`config.mk`:
```
export PLATFORM = sky130hd
export DESIGN_NAME = sqrt_recur
export DESIGN_NICKNAME = d
export VERILOG_FILES = /design/src/rtl/sqrt_recur_pkg.sv /design/src/rtl/sqrt_recur_ctrl.sv /design/src/rtl/sqrt_recur_stage.sv /design/src/rtl/sqrt_recur.sv
export SDC_FILE = /design/constraint.sdc
export NUM_CORES = 1
export LEC_CHECK = 0
export BUFFER_PORTS_ARGS = -buffer_cell sky130_fd_sc_hd__buf_2
export CAP_MARGIN = 15
export CORE_AREA = 4 4 145 147
export DETAILED_ROUTE_END_ITERATION = 6
export DIE_AREA = 0 0 149 151
export GPL_TIMING_DRIVEN = 1
export PLACE_DENSITY_LB_ADDON = 0.08
export SYNTH_ARGS = -nofsm -noshare
export SYNTH_HDL_FRONTEND = slang
export SYNTH_SLANG_ARGS = --single-unit
```
`constraint.sdc`:
```
create_clock -name clk -period 10.1 [get_ports clk]
set_clock_uncertainty 0.2 [all_clocks]
set_input_delay 0.505 -clock clk [delete_from_list [all_inputs] [get_ports clk]]
set_output_delay 0.505 -clock clk [all_outputs]
set_load 0.05 [all_outputs]
```
`src/rtl/sqrt_recur_pkg.sv`:
```
package sqrt_recur_pkg;

  typedef enum logic [1:0] {
    ST_IDLE = 2'd0,
    ST_RUN  = 2'd1,
    ST_DONE = 2'd2
  } sqrt_state_e;

  function automatic int max_of(input int a, input int b);
    return (a > b) ? a : b;
  endfunction

endpackage

```
`src/rtl/sqrt_recur_ctrl.sv`:
```
module sqrt_recur_ctrl
  import sqrt_recur_pkg::*;
#(
  parameter int STEPS = 25,
  localparam int CW = (STEPS > 1) ? $clog2(STEPS) : 1
) (
  input  logic          clk,
  input  logic          rst_n,
  input  logic          start_i,
  output logic          ready_o,
  output logic          load_o,
  output logic          step_o,
  output logic          last_o,
  output logic          done_o,
  output logic [CW-1:0] idx_o
);

  sqrt_state_e state_q, state_d;
  logic [CW-1:0] cnt_q, cnt_d;

  assign ready_o = (state_q == ST_IDLE);
  assign load_o  = ready_o && start_i;
  assign step_o  = (state_q == ST_RUN);
  assign last_o  = step_o && (cnt_q == CW'(STEPS - 1));
  assign done_o  = (state_q == ST_DONE);
  assign idx_o   = cnt_q;

  always_comb begin
    state_d = state_q;
    cnt_d   = cnt_q;
    unique case (state_q)
      ST_IDLE: if (start_i) begin
        state_d = ST_RUN;
        cnt_d   = '0;
      end
      ST_RUN: if (last_o) state_d = ST_DONE;
              else        cnt_d   = cnt_q + 1'b1;
      ST_DONE: state_d = ST_IDLE;
      default: state_d = ST_IDLE;
    endcase
  end

  always_ff @(posedge clk or negedge rst_n) begin
    if (!rst_n) begin
      state_q <= ST_IDLE;
      cnt_q   <= '0;
    end else begin
      state_q <= state_d;
      cnt_q   <= cnt_d;
    end
  end

  // completion is a single-cycle pulse followed by ready
  p_done_pulse_r5: assert property (@(posedge clk) disable iff (!rst_n)
    done_o |=> (!done_o && ready_o));

  // the step counter never runs past the iteration count
  p_cnt_range_r5: assert property (@(posedge clk) disable iff (!rst_n)
    step_o |-> (int'(cnt_q) < STEPS));

  // an accepted start takes the unit out of ready
  p_accept_r2: assert property (@(posedge clk) disable iff (!rst_n)
    (ready_o && start_i) |=> !ready_o);

endmodule

```
`src/rtl/sqrt_recur_stage.sv`:
```
module sqrt_recur_stage #(
  parameter int IW    = 4,
  parameter int FW    = 24,
  parameter int STEPS = 25,
  parameter int CW    = 5,
  localparam int WR   = IW + FW,
  localparam int SH   = FW - STEPS + 2
) (
  input  logic [WR-1:0]    rem_i,
  input  logic [STEPS-1:0] root_i,
  input  logic [CW-1:0]    idx_i,
  output logic [WR-1:0]    rem_o,
  output logic [STEPS-1:0] root_o,
  output logic             bit_o,
  output logic             ovf_o
);

  logic [WR:0]   twice_root;
  logic [WR:0]   unit_bit;
  logic [WR:0]   trial;
  logic [WR:0]   diff;
  logic [WR-1:0] kept;

  always_comb begin
    twice_root = {{(WR + 1 - STEPS){1'b0}}, root_i} << SH;
    unit_bit   = {{WR{1'b0}}, 1'b1} << (FW - int'(idx_i));
    trial      = twice_root + unit_bit;
    diff       = {1'b0, rem_i} - trial;
    bit_o      = ~diff[WR];
    kept       = bit_o ? diff[WR-1:0] : rem_i;
    ovf_o      = kept[WR-1];
    rem_o      = {kept[WR-2:0], 1'b0};
    root_o     = root_i | ({{(STEPS - 1){1'b0}}, bit_o} << (STEPS - 1 - int'(idx_i)));
  end

endmodule

```
`src/rtl/sqrt_recur.sv`:
```
module sqrt_recur
  import sqrt_recur_pkg::*;
#(
  parameter int FRAC_W = 23,
  parameter int ROOT_W = 24
) (
  input  logic              clk,
  input  logic              rst_n,
  input  logic              start_i,
  input  logic [FRAC_W:0]   sig_i,
  input  logic              exp_even_i,
  output logic              ready_o,
  output logic              done_o,
  output logic [ROOT_W:0]   root_o,
  output logic              sticky_o
);

  localparam int STEPS = ROOT_W + 1;
  localparam int IW    = 4;
  localparam int FW    = max_of(FRAC_W, STEPS - 1);
  localparam int WR    = IW + FW;
  localparam int CW    = (STEPS > 1) ? $clog2(STEPS) : 1;
  localparam int SHIN  = FW - FRAC_W;

  logic          load, step, last;
  logic [CW-1:0] idx;
  logic [WR-1:0] rem_q, rem_d, rem_nx;
  logic [STEPS-1:0] part_q, part_d, part_nx;
  logic [STEPS-1:0] res_q, res_d;
  logic          sticky_q, sticky_d;
  logic          nx_bit, ovf;
  logic [FRAC_W+1:0] radicand;

  sqrt_recur_ctrl #(.STEPS(STEPS)) u_ctrl (
    .clk     (clk),
    .rst_n   (rst_n),
    .start_i (start_i),
    .ready_o (ready_o),
    .load_o  (load),
    .step_o  (step),
    .last_o  (last),
    .done_o  (done_o),
    .idx_o   (idx)
  );

  sqrt_recur_stage #(.IW(IW), .FW(FW), .STEPS(STEPS), .CW(CW)) u_stage (
    .rem_i  (rem_q),
    .root_i (part_q),
    .idx_i  (idx),
    .rem_o  (rem_nx),
    .root_o (part_nx),
    .bit_o  (nx_bit),
    .ovf_o  (ovf)
  );

  assign radicand = exp_even_i ? {sig_i, 1'b0} : {1'b0, sig_i};

  always_comb begin
    rem_d    = rem_q;
    part_d   = part_q;
    res_d    = res_q;
    sticky_d = sticky_q;
    if (load) begin
      rem_d  = WR'(radicand) << SHIN;
      part_d = '0;
    end else if (step) begin
      rem_d  = rem_nx;
      part_d = part_nx;
      if (last) begin
        res_d    = part_nx;
        sticky_d = |rem_nx;
      end
    end
  end

  always_ff @(posedge clk or negedge rst_n) begin
    if (!rst_n) begin
      rem_q    <= '0;
      part_q   <= '0;
      res_q    <= '0;
      sticky_q <= 1'b0;
    end else begin
      if (load || step) begin
        rem_q  <= rem_d;
        part_q <= part_d;
      end
      if (last) begin
        res_q    <= res_d;
        sticky_q <= sticky_d;
      end
    end
  end

  assign root_o   = res_q;
  assign sticky_o = sticky_q;

  // the scaled remainder keeps within its integer bits on every step
  p_no_overflow_r9: assert property (@(posedge clk) disable iff (!rst_n)
    step |-> !ovf);

  // results move only at the end of an operation
  p_result_hold_r8: assert property (@(posedge clk) disable iff (!rst_n)
    !last |=> ($stable(root_o) && $stable(sticky_o)));

endmodule

```
==> summary.txt <==
Job
  • Max-cap viol count: 0

Final layout
  • Share of cells above drive strength 1: 0.115
  • Commonest non-fill, non-tap cell in the layout: a21oi_1
  • Most frequent cells in the layout: a21oi_1, dfrtp_1, nand2_1
  • Ant. Diodes: 0
  • Area grow syn2layout: 12.0%
  • Nets: 917

Logic synthesis
  • Synth Area in Compound Gates: 0.209
  • Synth Cell Area: 0.00682 mm^2
  • Largest family of logic cells by synthesized area: compound AO/OA/AOI/OAI gates
  • Ys flop type: dfrtp_1
  • Synth async-reset ratio: 1.00
  • Syn Nets: 886
  • Xor-xnor portion of the synthesized cell area: 0.0334
  • Cells after synthesis: 799
  • Synth Area in Adders: 0.136
  • Synth cell types: 68
  • Post-synthesis sequential area ratio: 0.312
  • Post-synth top area share: 0.312
  • Post-synthesis mux area share: 0.0689
  • Syn_area_per_cell: 8.54 um^2
  • Synth warn: 0
  • Post-Synth Simple-Gate Area: 0.186
  • Largest area contributor in the netlist: dfrtp_1
  • Synthesized flop and latch total: 85
  • EDFF count, synth: 0
  • Synth top area cells: dfrtp_1, fa_1, mux2i_1

Critical path
  • Slowest stage delay, CP: 0.73 ns
  • Crit. End Element: register
  • Reg2Reg Setup Slack: 3.09 ns
  • WP data required: 10.11 ns
  • Setup Crit Path Kind: reg2reg
  • CP startpoint kind: register
  • Worst flop-to-flop path endpoint: sticky_o
  • CP max-delay cell: nor2b_1
  • CP top delay family: simple AND/OR/NAND/NOR gates
  • Worst r2r path cells: 17
  • WP data arrival: 7.02 ns
  • CP max FO: 19
  • WP buf/inv: 1
  • Cell chain of the critical path: inv_1, ha_1, or3_1, a211oi_1, nor2b_1, nand2_1, fa_1, ha_1, a21o_1, a21oi_4, a21oi_2, a211oi_4, xnor2_1, or4_1, or4_1, o41ai_2, a31oi_1
  • Worst r2r src: u_ctrl.idx_o[0]

Clocking
  • TritonCTS clock tree: yes
  • Clock slew at reported path FFs: 0.07 ns
  • Maximum buffer depth of the clock tree: 2
  • H-tree depth: 3
  • Clk sinks: 85
  • CTS buffer count: 9
  • Worst-skew pair later-pin latency: 0.35 ns
  • # resized after CTS: 0
  • CTS root buffer: clkbuf_16

Timing
  • Setup TNS Final: 0 ns
  • RSZ-0062 raised after global routing: no
  • Setup violators final: 0
  • Crit path time final: 7.01 ns
  • Max Slew Vio Count: 0
  • Final Cycle Share: 0.694
  • Max Fclk: 143 MHz
  • Hold Fails Final Rpt: 0
  • Max_slew headroom: 0.258
  • Worst-Margin Slew: 1.11 ns

Detailed routing
  • DRC viols: 0
  • Vias: 6089
  • Post-route ant nets: 0
  • Iteration-0 DRC count of the detailed router: 491
  • Final wirelength: 22300 um
  • Vias/cell: 5.51
  • Drt first pass iters: 5
  • Wire per inst: 20.2 um

Floorplan
  • Die Y: 151 um
  • Core area: 0.0199 mm^2
  • Initial Util: 0.343
  • I/O pin count: 56
  • Row count: 52
  • Die Wd: 149 um
  • Die area: 0.0225 mm^2

Outcome
  • Outcome: completed

Min path
  • Min-delay src: sig_i[0]
  • WHS Path Cells: 3
  • Hold endpoint: rem_q[1]
  • HP Class: in2reg

Global routing
  • Vias in the first global route: 5858
  • Largest net degree at the start of global routing: 56
  • Grt total ovfl: 0
  • Tot GR Track Use: 0.202
  • Antenna violations before repair: 0
  • First-pass GRT wire length: 35100 um

Placed design
  • Post-detail-place hpwl: 17400 um
  • Final RePlAce weighted congestion: 0.914
  • # port buffers: 55
-- repair_timing --
| item | 4_1_cts | 5_1_grt |
|---|---|---|
| hold buffers | 1 | 0 |
| setup endpoints to repair | 0 | 0 |
| hold endpoints to repair | 30 | 0 |
| buffers inserted | 0 | 0 |
-- area by class of cell --
class / count / area, um^2
clock inverters: 6 / 70.1
flip-flops and latches: 85 / 2130
well taps: 270 / 338
fillers: 2102 / 12300
inverters: 49 / 184
multi-input cells: 620 / 4340
clock buffers: 10 / 229
repair buffers: 65 / 355
-- worst max-delay path by stage --
stage                                from  endpoint  slack [ns]  depth (start not counted)
after detailed placement  u_ctrl.idx_o[0]  sticky_o        3.18                         17
after CTS                 u_ctrl.idx_o[0]  sticky_o        3.16                         17
final                     u_ctrl.idx_o[0]  sticky_o        3.09                         17
after global placement    u_ctrl.idx_o[0]  sticky_o        3.23                         17
after global routing      u_ctrl.idx_o[0]  sticky_o        2.75                         17
after floorplan           u_ctrl.idx_o[0]  sticky_o        4.58                         18
-- cell families (layout without fill, tap and decap cells) --
kind of cell             Yosys count  count (layout)
flip-flops                        85              85
XOR/XNOR                          26              26
buffers and inverters             94             130
multiplexers                      47              47
AO/OA/AOI/OAI                    220             220
AND/OR/NAND/NOR                  268             268
adder cells (fa/ha/maj)           59              59
-- flip-flops by register name, indices dropped and copies added (netlist names) --
| signal | flops |
|---|---|
| u_ctrl.idx_o | 5 |
| u_ctrl.state_q | 2 |
| part_q | 25 |
| root_o | 25 |
| sticky_o | 1 |
| rem_q | 27 |
-- worst reg2reg max path, cell delays in order (launching register included) --
cell      delay [ns]
dfrtp_1         0.67
inv_1           0.17
ha_1            0.32
or3_1           0.39
a211oi_1        0.71
nor2b_1         0.73
nand2_1         0.16
fa_1            0.46
ha_1            0.38
a21o_1          0.27
a21oi_4         0.29
a21oi_2         0.16
a211oi_4        0.32
xnor2_1         0.14
or4_1           0.56
or4_1           0.52
o41ai_2         0.31
a31oi_1         0.13
-- per-stage QoR --
stage	hold WS, ns	instances	utilization	worst slack [ns]	area [um^2]
2_1_floorplan	0.00941	799	-	4.58	6820
3_3_place_gp	0.283	1087	0.368	3.23	7320
3_5_place_dp	0.282	1087	0.368	3.18	7320
4_1_cts	0.231	1104	0.383	3.16	7630
5_1_grt	0.256	1105	0.384	2.75	7640
6_report	0.239	1105	0.384	3.09	7640
-- routing by layer --
layer,vias to the layer above,global-route usage,routed length [um]
li1,2951,-,-
met1,2945,0.311,11400
met2,173,0.300,9740
met3,20,0.0296,935
met4,0,0.0467,300
met5,-,0,0
-- cells in the mapped netlist (3+ instances only) --
master and n:
a31oi_1 6, xor2_1 10, ha_1 34, nand4b_1 3, nor2_1 65, and3_1 7, xnor2_1 16, a311oi_1 3
and2_1 5, a21oi_1 88, a21o_1 6, clkbuf_1 31, inv_1 49, buf_2 10, nand2b_1 9, dfrtp_1 85
nor2b_1 5, nand4_1 8, o22ai_1 4, o21a_1 5, or3_1 3, o21bai_1 4, a211oi_1 4, o21ai_1 3
o21ai_0 39, or4_1 4, nor3_1 24, nor4_1 9, nand3_1 45, o221ai_1 25, mux2i_1 47, o31ai_1 3
fa_1 25, nand2_1 74
Power is not shown: default switching activity piles up to over one toggle a cycle in this logic, so the estimate is an artifact.
